==> src/rtl/smb_hstat_pkg.sv <==
package smb_hstat_pkg;
    localparam int STAT_W  = 8;
    localparam int B_BUSY  = 0;
    localparam int B_CMPL  = 1;
    localparam int B_BDONE = 2;
    localparam int B_DEVE  = 3;
    localparam int B_BUSE  = 4;
    localparam int B_FAIL  = 5;
    localparam int B_ALRT  = 6;
    localparam int B_INUSE = 7;
    localparam int NERR    = 3;       // device error, bus error, failed
    localparam int ERR_LSB = B_DEVE;

    typedef struct packed {
        logic busy;
        logic cmpl;
        logic bdone;
        logic pend;
    } xfer_st_t;
endpackage

==> src/rtl/smb_w1c_bits.sv <==
module smb_w1c_bits #(
    parameter int N = 1
) (
    input  logic         clk,
    input  logic         rst_n,
    input  logic [N-1:0] set_i,
    input  logic [N-1:0] clr_i,
    output logic [N-1:0] q_o
);
    logic [N-1:0] bits_d, bits_q;

    always_comb begin
        // hardware set wins over a simultaneous software clear
        bits_d = set_i | (bits_q & ~clr_i);
    end

    always_ff @(posedge clk or negedge rst_n) begin
        if (!rst_n) bits_q <= '0;
        else        bits_q <= bits_d;
    end

    assign q_o = bits_q;
endmodule

==> src/rtl/smb_sem_unit.sv <==
module smb_sem_unit (
    input  logic clk,
    input  logic rst_n,
    input  logic rd_i,
    input  logic rel_i,
    output logic sem_o
);
    logic sem_d, sem_q;

    always_comb begin
        sem_d = sem_q;
        if (rel_i)     sem_d = 1'b0;
        else if (rd_i) sem_d = 1'b1;
    end

    always_ff @(posedge clk or negedge rst_n) begin
        if (!rst_n) sem_q <= 1'b0;
        else        sem_q <= sem_d;
    end

    assign sem_o = sem_q;
endmodule

==> src/rtl/smb_xfer_seq.sv <==
module smb_xfer_seq
    import smb_hstat_pkg::*;
(
    input  logic clk,
    input  logic rst_n,
    input  logic buf_en,
    input  logic evt_start,
    input  logic evt_byte,
    input  logic evt_last,
    input  logic evt_hbeat,
    input  logic evt_cmpl,
    input  logic clr_busy,
    input  logic clr_cmpl,
    input  logic clr_bdone,
    output logic busy_o,
    output logic cmpl_o,
    output logic bdone_o
);
    xfer_st_t st_d, st_q;
    logic     byte_ok, bd_set, fin_now;

    always_comb begin
        st_d    = st_q;
        byte_ok = evt_byte & ~evt_hbeat;
        bd_set  = byte_ok & ~buf_en;
        // deferred completion fires once the byte-done bit is seen clear
        fin_now = evt_cmpl | (byte_ok & evt_last & buf_en) | (st_q.pend & ~st_q.bdone);

        st_d.bdone = bd_set | (st_q.bdone & ~clr_bdone);
        if (bd_set && evt_last)             st_d.pend = 1'b1;
        else if (st_q.pend && !st_q.bdone)  st_d.pend = 1'b0;
        st_d.cmpl = fin_now | (st_q.cmpl & ~clr_cmpl);
        st_d.busy = evt_start | (st_q.busy & ~(clr_busy & ~st_q.bdone));
    end

    always_ff @(posedge clk or negedge rst_n) begin
        if (!rst_n) st_q <= '0;
        else        st_q <= st_d;
    end

    assign busy_o  = st_q.busy;
    assign cmpl_o  = st_q.cmpl;
    assign bdone_o = st_q.bdone;
endmodule

==> src/rtl/smb_hstat_seq.sv <==
module smb_hstat_seq
    import smb_hstat_pkg::*;
(
    input  logic              clk,
    input  logic              rst_n,
    input  logic              rsm_rst_n,
    input  logic              buf_en,
    input  logic              evt_start,
    input  logic              evt_byte,
    input  logic              evt_last,
    input  logic              evt_hbeat,
    input  logic              evt_cmpl,
    input  logic              evt_coll,
    input  logic              evt_kill,
    input  logic              cause_badcmd,
    input  logic              cause_unclaim,
    input  logic              cause_tmo,
    input  logic              alert_n,
    input  logic              alert_gpio,
    input  logic              reg_rd,
    input  logic              reg_wr,
    input  logic [STAT_W-1:0] reg_wdata,
    output logic [STAT_W-1:0] status,
    output logic              irq,
    output logic              scl_hold,
    output logic              in_use
);
    logic [STAT_W-1:0] clr_vec;
    logic [NERR-1:0]   err_set, err_q;
    logic              busy, cmpl, bdone, alrt, sem;

    assign clr_vec = reg_wr ? reg_wdata : '0;

    smb_xfer_seq u_seq (
        .clk       (clk),
        .rst_n     (rst_n),
        .buf_en    (buf_en),
        .evt_start (evt_start),
        .evt_byte  (evt_byte),
        .evt_last  (evt_last),
        .evt_hbeat (evt_hbeat),
        .evt_cmpl  (evt_cmpl),
        .clr_busy  (clr_vec[B_BUSY]),
        .clr_cmpl  (clr_vec[B_CMPL]),
        .clr_bdone (clr_vec[B_BDONE]),
        .busy_o    (busy),
        .cmpl_o    (cmpl),
        .bdone_o   (bdone)
    );

    always_comb begin
        err_set[B_DEVE - ERR_LSB] = cause_badcmd | cause_unclaim | cause_tmo;
        err_set[B_BUSE - ERR_LSB] = evt_coll;
        err_set[B_FAIL - ERR_LSB] = evt_kill;
    end

    smb_w1c_bits #(.N(NERR)) u_err (
        .clk   (clk),
        .rst_n (rst_n),
        .set_i (err_set),
        .clr_i (clr_vec[ERR_LSB +: NERR]),
        .q_o   (err_q)
    );

    // alert lives in the resume well: only the resume reset clears it
    smb_w1c_bits #(.N(1)) u_alrt (
        .clk   (clk),
        .rst_n (rsm_rst_n),
        .set_i (~alert_n & ~alert_gpio),
        .clr_i (clr_vec[B_ALRT]),
        .q_o   (alrt)
    );

    smb_sem_unit u_sem (
        .clk   (clk),
        .rst_n (rst_n),
        .rd_i  (reg_rd),
        .rel_i (clr_vec[B_INUSE]),
        .sem_o (sem)
    );

    always_comb begin
        status                    = '0;
        status[B_BUSY]            = busy;
        status[B_CMPL]            = cmpl;
        status[B_BDONE]           = bdone;
        status[ERR_LSB +: NERR]   = err_q;
        status[B_ALRT]            = alrt;
        status[B_INUSE]           = sem;
    end

    assign irq      = cmpl | bdone | (|err_q) | alrt;
    assign scl_hold = bdone & ~buf_en;
    assign in_use   = sem;
endmodule

==> config.mk <==
export PLATFORM = sky130hd
export DESIGN_NAME = smb_hstat_seq
export DESIGN_NICKNAME = d
export VERILOG_FILES = /design/src/rtl/smb_hstat_pkg.sv /design/src/rtl/smb_w1c_bits.sv /design/src/rtl/smb_sem_unit.sv /design/src/rtl/smb_xfer_seq.sv /design/src/rtl/smb_hstat_seq.sv
export SDC_FILE = /design/constraint.sdc
export NUM_CORES = 1
export LEC_CHECK = 0
export BUFFER_PORTS_ARGS = -buffer_cell sky130_fd_sc_hd__buf_2
export CAP_MARGIN = 40
export CORE_AREA = 2 2 39 41
export DETAILED_ROUTE_END_ITERATION = 7
export DIE_AREA = 0 0 41 43
export PLACE_DENSITY = 0.8
export SYNTH_ARGS = -nofsm -noshare
export SYNTH_HDL_FRONTEND = slang
export SYNTH_SLANG_ARGS = --single-unit
==> constraint.sdc <==
create_clock -name clk -period 1.45 [get_ports clk]
set_input_delay 0.0725 -clock clk [delete_from_list [all_inputs] [get_ports clk]]
set_output_delay 0.0725 -clock clk [all_outputs]
set_load 0.1 [all_outputs]
==> results.md, run 1 <==
* Status: completed
* Finished Core Util at 51.4%
* Slew Limit Fails at 0
* Critical Path RT at 1380 ps
* Wire length per cell at 10.6 um
* CTS buffer count at 3
* CTS clk-pin slew, worst paths at 60 ps
* Int Power at 452 uW
* CP Max Fanout at 7
* Worst r2r src: u_alrt.q_o
* Library cells used by synthesis at 14
* Signal arrival time at the worst endpoint at 1300 ps
* Worst min-delay path endpoint: u_err.q_o[0]
* Critical Path Start Type: register
* DP Worst Slack at 292 ps
* Synth Instances at 39
* Yosys warnings at 0
* ANT nets after route at 0
* Area growth from synthesis to layout at 68.3%
* Crit path kind: reg2out
* Die area at 1760 um2
* Vias in the first global route at 426
* Endpoints failing setup at 0
* Pwr/cell area at 1070 nW/um2
* Min Clock Period, post-route at 1380 ps
* Placed cell areas at 587 um2
* Port Buf Inserts at 36
* FF-to-FF path depth at 2
* Nets at 109
* Class of the worst hold path: in2reg
* Tcrit/Tclk final at 94.9%
* Initial antenna violation count at 0
* Post-Route WL at 1040 um
* Core box area at 1380 um2
* Vias/cell at 4.56
* TritonRoute pass-1 iters at 2
* Num ports at 37
* Yosys reg bits at 9
* Largest net degree at the start of global routing at 9
* WHS Path Cells at 2
* Antenna Cells at 0
* Clock Sinks at 9
* H-tree levels at 1
* Measured slew at the worst slew-check pin at 495 ps
* Vias at 447
* Reg2reg setup slack at 260 ps
* TritonCTS clock tree: built
* First-pass GRT wire length at 1680 um
* 1st-iter DRT viols at 1
* Initial Util at 30.6%
* Clk buf depth at 2
* Reg power frac at 38.0%
* Worst Clk Skew at 4.44 ps
* GP Congestion at 0.659
* Peak VDD IR at 549 uV
* Netlist Area Pre-Place at 423 um2
* Hold Path Origin: cause_badcmd
* Net Sw Frac at 40.5%
* GRT overflow at 0
* Die height at 43 um
* Sw Pwr at 308 uW
* Worst-Skew Late Latency at 260 ps
* DR DRC count at 0
* Post-Syn Nets at 65
* Seq/Total Area, Yosys at 53.3%
* Setup TNS Final at 0 ps
* Fin area at 712 um2
* Final number of hold-violating endpoints at 0
* Rows at 14
* # fillers at 137
* Leak at 0.347 nW
* Comb pwr share at 36.9%
* RR Endpoint: u_alrt.q_o
* CTS Root Cell: clkbuf_4
* Fmax at 0.727 GHz
* Max Cap Viol at 0
* Syn Area/Cell at 10.8 um2
* Setup ws final at 73.9 ps
* Max_slew headroom at 67.2%
* Share of post-route cells with drive strength above 1 at 54.9%
* CP Capture Type: output pin
* Width of the chip at 41 um
* RSZ-0062 raised after global routing: no
* Clk pwr share at 25.1%
* Gr usage total at 14.3%
[how the worst max path moves through the flow]
stage | startpoint | to | slack, ps | cells past startpoint
floorplan | u_err.q_o[2] | irq | 30 | 2
global route | u_seq.bdone_o | scl_hold | 10 | 2
detailed placement | u_alrt.q_o | irq | 290 | 3
global placement | u_err.q_o[2] | irq | 290 | 3
finish | u_seq.bdone_o | scl_hold | 70 | 2
CTS | u_alrt.q_o | irq | 10 | 3
[per-layer routing]
metal | global-route usage [%] | vias up | share of wire (%)
met3 | 5.76 | 0 | 12
met4 | 8.00 | 0 | 0
li1 | - | 218 | -
met5 | 0 | - | 0
met1 | 16.3 | 206 | 38
met2 | 21.6 | 23 | 50
[synthesized netlist by cell type]
cell,count,share of area [%]
a2111o_1,2,5.3
a21o_1,4,7.1
a21oi_1,1,1.2
a22o_1,1,2.1
and4b_1,1,2.4
buf_4,6,11
dfrtp_1,9,53
nand2_1,7,6.2
nand3b_1,1,1.8
nor2_1,2,1.8
nor2b_1,2,3.0
nor3b_1,1,1.8
nor4_1,1,1.5
o2bb2ai_1,1,2.1
[what timing repair did]
action	in CTS	in global routing
endpoints found under the hold margin	15	0
endpoints found under the setup margin	0	1
setup buffers	0	0
gates resized for setup	0	3
hold buffers	9	0
[per-stage QoR]
stage | power (mW) | std cells | hold slack, ps
final | 0.760 | 98 | 8.85
after global routing | 0.807 | 98 | 2.58
after CTS | 0.767 | 98 | 1.27
after detailed placement | 0.554 | 85 | -149
after global placement | 0.551 | 85 | -149
after floorplan | 0.505 | 39 | -223
[kinds of logic after synthesis]
| group | count (synthesis) | synth area share (%) |
|---|---|---|
| buffers and inverters | 6 | 10.7 |
| AOI/OAI and AO/OA | 9 | 17.8 |
| and+or+nand+nor | 15 | 18.3 |
| DFF | 9 | 53.3 |
[critical path, cell delays in order, from the launching register on]
cell	delay, ps
dfrtp_1	450
nor2b_2	170
buf_2	420
[state kept, by name, summed over array words and instances, names as in the netlist]
name           flops
u_alrt.q_o         1
u_err.q_o          3
u_sem.sem_o        1
u_seq.bdone_o      1
u_seq.busy_o       1
u_seq.cmpl_o       1
u_seq.st_q         1
[power groups by stage]
stage          combinational [mW]  sequential [mW]  clock [mW]
2_1_floorplan               0.167            0.338           0
3_3_place_gp                0.260            0.291           0
3_5_place_dp                0.262            0.292           0
4_1_cts                     0.283            0.287       0.197
5_1_grt                     0.295            0.292       0.220
6_report                    0.281            0.289       0.190
[cells in the final DEF (no fill, tap or decap), drive strengths merged]
cell,Yosys,routed
buf,6,36
dlygate4sd3,0,9
clkbuf,0,4
o2bb2ai,1,1
nand3b,1,1
a21oi,1,1
nor3b,1,1
dfrtp,9,9
nand2,7,7
a22o,1,1
nor4,1,1
a2111o,2,2
a21o,4,4
nor2b,2,2
and4b,1,1
nor2,2,2
[cell type report]
cell class	instances	area [um2]	area share, %
multi-input cells	24	164	23.0
repair buffers	45	273	38.3
flip-flops and latches	9	229	32.2
well taps	16	20.0	2.81
clock buffers	4	26.3	3.69
No activity file was read; power rests on OpenSTA's default activity.
==> run 2, diff against run 1 <==
CORE_AREA = 3 3 40 42   (was 2 2 39 41)
DIE_AREA = 0 0 43 45   (was 0 0 41 43)
==> run 2 against run 1 <==
Utilization is 1.8 points higher. Register-to-register slack improved by 260 ps. Critical path depth grew 1. Clock-buffer cell count unchanged. Sequential share of layout area up 1.3 points. Power shrank 1.4%. Die area increased by 9.8%. Clock power barely moved. Global-route usage decreased by 2.8 points. Maximum frequency shrank 1.9%. Clock skew decreased by 2.8 ps. Worst setup slack got worse by 26 ps. Largest power group unchanged.
==> results.md, run 2 (synthesized netlist as in run 1, its figures left out) <==
* 1st-iter DRT viols at 6 (+5)
* Clk buf depth at 2 (unchanged)
* Port Buf Inserts at 36 (unchanged)
* Most common library cell in the layout ignoring fill and taps: buf_2
* Num ports at 37 (unchanged)
* Final number of hold-violating endpoints at 0 (unchanged)
* Die area at 1940 um2 (+9.8%)
* First-pass GRT wire length at 1660 um (-1.2%)
* Min Clock Period, post-route at 1400 ps (+26.4 ps)
* H-tree levels at 1 (unchanged)
* Post-DP HPWL at 806 um
* Core box area at 1280 um2 (-7.1%)
* DP Worst Slack at 303 ps (+11.5 ps)
* Signal arrival time at the worst endpoint at 1330 ps (+30 ps)
* Class of the worst hold path: in2reg
* Hold_ws at 8.93 ps (+0.0754 ps)
* Area growth from synthesis to layout at 61.8%
* GRT overflow at 0 (unchanged)
* Max reg flops at 3 (unchanged)
* Gr usage total at 11.5% (-2.8 points)
* Worst Clk Skew at 1.61 ps (-2.83 ps)
* Vias at 435 (-2.7%)
* TritonCTS clock tree: built
* Crit path kind: reg2out
* Max_slew headroom at 67.8% (+0.53 points)
* Initial Util at 32.9% (+2.4 points)
* Wire length per cell at 11.0 um (+3.8%)
* Critical Path Start Type: register
* Slew Limit Fails at 0 (unchanged)
* Leak at 0.339 nW (-2.3%)
* Share of post-route cells with drive strength above 1 at 55.0% (+0.12 points)
* Tcrit/Tclk final at 96.7% (+1.8 points)
* Status: completed
* Vias in the first global route at 414 (-2.8%)
* RSZ-0062 raised after global routing: no
* DR DRC count at 0 (unchanged)
* CTS buffer count at 3 (unchanged)
* CTS Root Cell: clkbuf_4
* Max Cap Viol at 0 (unchanged)
* Die height at 45 um (+4.7%)
* Endpoints failing setup at 0 (unchanged)
* CP Max Fanout at 3 (-4)
* Setup ws final at 47.5 ps (-26.4 ps)
* Most frequent cells in the layout: buf_2, dlygate4sd3_1, nand2_1, dfrtp_1
* Post-CTS Setup Inserts at 0 (unchanged)
* Delay-heaviest family, CP: flip-flops
* Post-Route WL at 1050 um (+0.58%)
* CP peak stage delay at 410 ps (-40 ps)
* Width of the chip at 43 um (+4.9%)
* Largest net degree at the start of global routing at 9 (unchanged)
* Vias/cell at 4.58 (+0.39%)
* ANT nets after route at 0 (unchanged)
* CTS clk-pin slew, worst paths at 60 ps (about the same)
* TritonRoute pass-1 iters at 2 (unchanged)
* Nets at 107 (-1.8%)
* Crit path buf inv count at 1 (unchanged)
* # fillers at 120 (-12%)
* Rows at 13 (-1)
* GP Congestion at 0.678 (+2.8%)
* Worst-path cell chain: nor4_1 -> nand2_2 -> clkbuf_4
* Clock Sinks at 9 (unchanged)
* CP max-delay cell: dfrtp_2
* Antenna Cells at 0 (unchanged)
* Worst-Skew Late Latency at 250 ps (about the same)
* Peak VDD IR at 507 uV (-7.6%)
* Initial antenna violation count at 0 (unchanged)
* Measured slew at the worst slew-check pin at 487 ps (-8.03 ps)
* CP Capture Type: output pin
* Pwr/cell area at 1090 nW/um2 (+2.5%)
* Fmax at 0.713 GHz (-1.9%)
* Setup TNS Final at 0 ps (unchanged)
* Critical Path RT at 1380 ps (about the same)
[run 2: changes by cell type in the layout (fill, tap and decap cells not counted), sizes merged]
cell         delta
dlygate4sd3     -2
buf             -1
clkbuf          +1
[run 2: area by class of cell]
type	count	area (um2)	share of cell area, %
multi-input cells	24	158	23.0
flip-flops and latches	9	229	33.5
well taps	15	18.8	2.74
clock buffers	4	26.3	3.84
repair buffers	43	253	36.9
[run 2: per-layer routing]
layer / GRT usage (%) / wire length, um / up-vias
met5: 0 / 0 / -
li1: - / - / 219
met4: 3.61 / 0 / 0
met1: 13.5 / 461 / 190
met3: 3.98 / 137 / 0
met2: 19.8 / 446 / 26
[run 2: path summary, 6_finish.rpt]
kind,start,endpoint,slack (ps),cells past startpoint
worst min register to register,u_seq.busy_o,u_seq.busy_o,480,1
worst max register to register,u_seq.bdone_o,u_seq.cmpl_o,520,2
worst max-delay path,u_err.q_o[2],irq,50,3
min in group asynchronous,rsm_rst_n,u_alrt.q_o,120,2
worst min-delay path,alert_gpio,u_alrt.q_o,9,2
max in group asynchronous,rst_n,u_err.q_o[0],1060,2
[run 2: timing repair]
action,CTS,global route
endpoints found under the setup margin,0,1
hold endpoints to repair,14,0
hold buffers,7,0
gates resized for setup,0,1
[run 2: per-stage QoR]
step / std cells / total power [mW] / util [%] / area (um2)
CTS: 95 / 0.758 / 53.1 / 682
global route: 95 / 0.786 / 53.3 / 684
global placement: 84 / 0.549 / 45.6 / 586
finish: 95 / 0.749 / 53.3 / 684
detailed placement: 84 / 0.553 / 45.6 / 586
floorplan: 39 / 0.505 / - / 432
[run 2: where the power goes]
group,internal [mW],switching (mW)
registers,0.271,0.0160
clock network,0.106,0.0827
logic,0.0696,0.204
